### config.mk
export PLATFORM = sky130hd
export DESIGN_NAME = pm_state_handshake
export DESIGN_NICKNAME = d
export VERILOG_FILES = /design/src/rtl/pm_hs_pkg.sv /design/src/rtl/pm_req_slot.sv /design/src/rtl/pm_state_bank.sv /design/src/rtl/pm_state_handshake.sv
export SDC_FILE = /design/constraint.sdc
export NUM_CORES = 1
export LEC_CHECK = 0
export BUFFER_PORTS_ARGS = -buffer_cell sky130_fd_sc_hd__buf_4
export CAP_MARGIN = 20
export CORE_ASPECT_RATIO = 0.5
export CORE_MARGIN = 4
export CORE_UTILIZATION = 35
export DETAILED_ROUTE_END_ITERATION = 12
export PLACE_DENSITY = 0.64
export REMOVE_ABC_BUFFERS = 1
export SLEW_MARGIN = 20
export SYNTH_ARGS = -nofsm -noshare
export SYNTH_HDL_FRONTEND = slang
export SYNTH_SLANG_ARGS = --single-unit
### constraint.sdc
create_clock -name clk -period 3.75 [get_ports clk]
set_input_delay 0 -clock clk [delete_from_list [all_inputs] [get_ports clk]]
set_output_delay 0 -clock clk [all_outputs]
set_load 0.05 [all_outputs]
### src/rtl/pm_hs_pkg.sv
package pm_hs_pkg;
  localparam int FN_W = 8;

  typedef enum logic [1:0] {
    PS_D0 = 2'b00,
    PS_D1 = 2'b01,
    PS_D2 = 2'b10,
    PS_D3 = 2'b11
  } pstate_t;

  typedef struct packed {
    logic [FN_W-1:0] func;
    pstate_t         state;
  } pm_req_t;
endpackage

### src/rtl/pm_req_slot.sv
module pm_req_slot
  import pm_hs_pkg::*;
(
  input  logic    clk,
  input  logic    rst_n,
  input  logic    push,
  input  pm_req_t push_req,
  input  logic    pop,
  output logic    full,
  output pm_req_t held
);
  always_ff @(posedge clk or negedge rst_n) begin
    if (!rst_n) begin
      full <= 1'b0;
      held <= '0;
    end else begin
      if (push) begin
        full <= 1'b1;
        held <= push_req;
      end else if (pop) begin
        full <= 1'b0;
      end
    end
  end

  // the slot never takes a second entry while occupied
  p_no_overflow_r8: assert property (@(posedge clk) disable iff (!rst_n)
    full && !pop |-> !push);
endmodule

### src/rtl/pm_state_bank.sv
module pm_state_bank #(
  parameter int NUM_FN = 12,
  parameter int IDX_W  = 8
) (
  input  logic                clk,
  input  logic                rst_n,
  input  logic                a_en,
  input  logic [IDX_W-1:0]    a_idx,
  input  logic [1:0]          a_state,
  input  logic                b_en,
  input  logic [IDX_W-1:0]    b_idx,
  input  logic [1:0]          b_state,
  output logic [2*NUM_FN-1:0] states
);
  for (genvar i = 0; i < NUM_FN; i++) begin : g_fn
    logic [1:0] q;
    always_ff @(posedge clk or negedge rst_n) begin
      if (!rst_n) q <= 2'b00;
      else if (b_en && b_idx == IDX_W'(i)) q <= b_state;
      else if (a_en && a_idx == IDX_W'(i)) q <= a_state;
    end
    assign states[2*i +: 2] = q;
  end

  // without a write port active, the stored states stay put
  p_quiet_bank_r5: assert property (@(posedge clk) disable iff (!rst_n)
    !a_en && !b_en |=> $stable(states));
endmodule

### src/rtl/pm_state_handshake.sv
module pm_state_handshake
  import pm_hs_pkg::*;
#(
  parameter int NUM_PF = 4,
  parameter int NUM_VF = 8
) (
  input  logic                clk,
  input  logic                rst_n,
  input  logic                wr_valid,
  output logic                wr_ready,
  input  logic [7:0]          wr_func,
  input  logic [1:0]          wr_state,
  input  logic                pm_ack,
  output logic                pm_irq,
  output logic [7:0]          pm_irq_func,
  output logic                cpl_en,
  output logic [2*NUM_PF-1:0] pf_pwr_state,
  output logic [2*NUM_VF-1:0] vf_pwr_state
);
  localparam int NUM_FN = NUM_PF + NUM_VF;

  logic              irq_q;
  pm_req_t           pend_q;
  logic              slot_full, slot_push, slot_pop;
  pm_req_t           slot_req, in_req, take_req;
  logic              wr_fire, ack_fire, free_now, take_v;
  logic              fn_ok, qual, raise, commit_now;
  logic [1:0]        cur_state;
  logic [2*NUM_FN-1:0] states;

  assign in_req   = '{func: wr_func, state: pstate_t'(wr_state)};
  assign wr_ready = !slot_full;
  assign wr_fire  = wr_valid && wr_ready;
  assign ack_fire = irq_q && pm_ack;
  assign free_now = !irq_q || ack_fire;

  assign slot_pop  = slot_full && ack_fire;
  assign slot_push = wr_fire && !free_now;
  assign take_v    = slot_pop || (wr_fire && free_now);
  assign take_req  = slot_full ? slot_req : in_req;

  always_comb begin
    cur_state = 2'b00;
    for (int i = 0; i < NUM_FN; i++)
      if (take_req.func == FN_W'(i)) cur_state = states[2*i +: 2];
    if (ack_fire && pend_q.func == take_req.func) cur_state = pend_q.state;
  end

  assign fn_ok      = 32'(take_req.func) < NUM_FN;
  assign qual       = fn_ok && (take_req.state == PS_D1 || take_req.state == PS_D3)
                      && take_req.state != pstate_t'(cur_state);
  assign raise      = take_v && qual && !(pm_ack && !irq_q);
  assign commit_now = take_v && fn_ok && !raise;

  always_ff @(posedge clk or negedge rst_n) begin
    if (!rst_n) begin
      irq_q  <= 1'b0;
      pend_q <= '0;
    end else begin
      if (raise) begin
        irq_q  <= 1'b1;
        pend_q <= take_req;
      end else if (ack_fire) begin
        irq_q  <= 1'b0;
      end
    end
  end

  pm_req_slot u_slot (
    .clk(clk), .rst_n(rst_n), .push(slot_push), .push_req(in_req),
    .pop(slot_pop), .full(slot_full), .held(slot_req)
  );

  pm_state_bank #(.NUM_FN(NUM_FN), .IDX_W(FN_W)) u_bank (
    .clk(clk), .rst_n(rst_n),
    .a_en(ack_fire), .a_idx(pend_q.func), .a_state(pend_q.state),
    .b_en(commit_now), .b_idx(take_req.func), .b_state(take_req.state),
    .states(states)
  );

  assign pm_irq       = irq_q;
  assign pm_irq_func  = pend_q.func;
  assign cpl_en       = !irq_q;
  assign pf_pwr_state = states[2*NUM_PF-1:0];
  assign vf_pwr_state = states[2*NUM_FN-1:2*NUM_PF];

  // interrupt is held until acknowledged
  p_irq_hold_r3: assert property (@(posedge clk) disable iff (!rst_n)
    pm_irq && !pm_ack |=> pm_irq);
  // reported function number is steady while waiting
  p_func_stable_r2: assert property (@(posedge clk) disable iff (!rst_n)
    pm_irq && !pm_ack |=> $stable(pm_irq_func));
  // no status moves while the handshake is open
  p_status_frozen_r4: assert property (@(posedge clk) disable iff (!rst_n)
    pm_irq && !pm_ack |=> $stable({pf_pwr_state, vf_pwr_state}));
  // the holding slot is only occupied behind an interrupt
  p_slot_needs_irq_r8: assert property (@(posedge clk) disable iff (!rst_n)
    !wr_ready |-> pm_irq);
  // acknowledge held with nothing pending never lets an interrupt rise
  p_ack_held_r10: assert property (@(posedge clk) disable iff (!rst_n)
    !pm_irq && pm_ack |=> !pm_irq);
endmodule

==> impl_results.md <==
* Netlist Area Pre-Place at 3270 sq um
* Initial antenna violation count at 0
* Worst-skew pair later-pin latency at 0.29 ns
* Worst EP required at 3.97 ns
* Area of the core at 8890 sq um
* Postcts setup bufs at 0
* DRC viols at 0
* Layout Nets at 384
* Pins over their slew limit at 0
* Hold Fails Final Rpt at 0
* RSZ-0062 raised after global routing: false
* Tcrit/Tclk final at 0.867
* Root buffer cell: clkbuf_16
* # diodes at 0
* Crit-path max cell delay at 0.66 ns
* Sequential area share after synthesis at 0.352
* Synthesis warning total at 0
* Clk buf depth at 2
* WHS Endpoint: u_slot.held[5]$_DFFE_PN0P_
* Mapped Cells at 326
* Hpwl dp at 7000 um
* Final min period at 3.25 ns
* RR Endpoint: u_bank.g_fn[1].q[1]$_DFFE_PN0P_
* Row count at 24
* Die Height at 76.4 um
* Hold Crit Class: in -> reg
* Post-Place Cell Area at 3660 sq um
* P&R area growth vs syn at 19.0%
* Synthesized area per cell at 10.0 sq um
* # clock sinks at 46
* Fillcell total at 878
* Slew @ Worst Pin at 0.684 ns
* CP Launch Point: u_slot.full$_DFFE_PN0P_
* Register Area at 1150 sq um
* Lkg Pwr at 1.86 nW
* First-pass GRT wire length at 14,800 um
* IO Pins at 49
* Max-Cap Viols at 0
* Reg clk slew, reported paths at 0.06 ns
* Hold_ws at 0.00701 ns
* TritonCTS clock tree: done
* Vias per cell at 5.65
* Routed WL at 9050 um
* Commonest cells after routing, fill and taps aside: buf_4, mux2i_1, dfrtp_1, nor2_1, nand2_1
* Worst R2R Setup Slack at 0.50 ns
* Die width at 145 um
* Final core occ at 0.438
* Critical Path AT at 3.47 ns
* CP max stage cell: dfrtp_1
* CP endpoint kind: register
* Detailed-route via count at 2,756
* Yosys reg bits at 46
* Pwr Density at 252 nW/um^2
* GR Overflow Total at 0
* CP Cell Sequence: buf_4, nor3_1, nor2_1, nor3_4, a211o_2, a211oi_1, o21a_1, o211a_1, mux2i_1
* Fin Clk Skew at 0.00464 ns
* Post-synth EDFFs at 0
* TritonCTS Buffers at 5
* Crit path launch type: register
* Total power at 979 uW
* CP Class: reg -> reg
* IO buf count at 48
* Vias in the first global route at 2,673
* Commonest non-fill, non-tap cell in the layout: buf_4
* Synth cell types at 58
* Setup TNS at 0 ns
* Final setup fails at 0
* Hold depth at 2
* Post-DRT Antenna Nets at 0
* Synth async-reset ratio at 1.00
* Iteration-0 DRC count of the detailed router at 224
* Ys flop type: dfrtp_1
* Run status: finished, final reports clean
* RR Startpoint: u_slot.full$_DFFE_PN0P_
* Area taken by multi-input logic gates at 1910 sq um
* Cts hold-fix bufs at 8
* Total GRT Usage at 0.169
* Die ar. at 11,000 sq um
* Fin area at 3890 sq um
* CP max FO at 17
* First-pass DRT Iterations at 5
* Max VDD drop at 149 uV
* Max frequency at 308 MHz
* GPL Wtd Cong at 0.923
* # resized after CTS at 0
* Slew Limit Headroom at 0.535
* Reg2reg path depth at 9
* Share of cells above drive strength 1 at 0.278
* Largest net degree at the start of global routing at 47
* HP Start: wr_func[3]
* H-Tree Depth at 2
* Initial Utilization at 0.368
* WL/cell at 18.5 um
cell type report:
cell class                      instances  share of cell area
Clock buffer                            7              0.0366
Clock inverter                          1             0.00129
Inverter                               10              0.0103
Multi-Input combinational cell        244               0.492
Sequential cell                        46               0.296
Tap cell                              117              0.0376
Timing Repair Buffer                   63               0.127
worst max-delay path by stage:
stage | endpoint | slack, ns | cells past startpoint
finish | u_bank.g_fn[1].q[1]$_DFFE_PN0P_ | 0.50 | 9
global route | u_bank.g_fn[1].q[0]$_DFFE_PN0P_ | 0.37 | 9
CTS | u_bank.g_fn[1].q[1]$_DFFE_PN0P_ | 0.57 | 9
detailed placement | u_bank.g_fn[1].q[0]$_DFFE_PN0P_ | 0.57 | 9
global placement | u_bank.g_fn[1].q[1]$_DFFE_PN0P_ | 0.63 | 9
floorplan | pend_q[1]$_DFFE_PN0P_ | 0.38 | 8
logic make-up after synthesis:
group / after synthesis / synth area share
AOI/OAI and AO/OA: 74 / 0.190
xor gates and xnor gates: 10 / 0.0268
and+or+nand+nor: 99 / 0.177
DFF: 46 / 0.352
muxes: 61 / 0.192
buffers and inverters: 36 / 0.0627
flip-flops by register name (all words and copies together) (netlist names):
| name | count |
|---|---|
| pm_irq | 1 |
| u_slot.full | 1 |
| u_bank.g_fn.q | 24 |
| u_slot.held | 10 |
| pend_q | 2 |
| pm_irq_func | 8 |
where the power goes:
group | switching (mW) | internal (mW) | total (mW)
logic | 0.0213 | 0.0168 | 0.0381
clock network | 0.180 | 0.264 | 0.445
registers | 0 | 0.496 | 0.496
worst max-delay path: cells and delay by family, from the launching register on:
kind	cells	cell delay, ns
compound gates	4	1.48
simple gates	3	0.54
mux	1	0.18
buf+inv	1	0.30
flops	1	0.66
metrics by stage:
step / cells / worst slack (ns)
finish: 488 / 0.499
global route: 488 / 0.371
CTS: 488 / 0.570
detailed placement: 472 / 0.567
global placement: 472 / 0.629
floorplan: 300 / 0.375
Yosys cell counts (all sizes together), types with 3 or more instances:
cell type  number  area [sq um]
nor3b           4          30.0
mux2           10           113
dfrtp          46          1150
o2111ai         3          45.0
a21oi          12          60.1
xnor2          10          87.6
nand3b          5          37.5
o22ai           4          38.8
nand3           9          45.0
o21ai           8          43.8
nor4            3          25.0
inv            10          40.0
buf            17           131
nor3           11          76.3
nand2b          3          18.8
mux2i          51           514
and2            9          56.3
a21o            4          30.0
a22oi          12          90.1
or2             3          18.8
nand2          15          58.8
a221oi          3          26.3
nor2           17          63.8
clkbuf          9          33.8
and3            6          37.5
nand4           5          31.3
a211oi          3          22.5
o211ai         10           110
metal layers:
layer / global-route usage / part of all wire / vias to the layer above
met5: 0 / 0 / -
met4: 0.0372 / 0.0095 / 0
met1: 0.257 / 0.48 / 1360
met2: 0.241 / 0.43 / 94
met3: 0.0420 / 0.075 / 7
li1: - / - / 1295
Power figures use the tool's default switching activity.
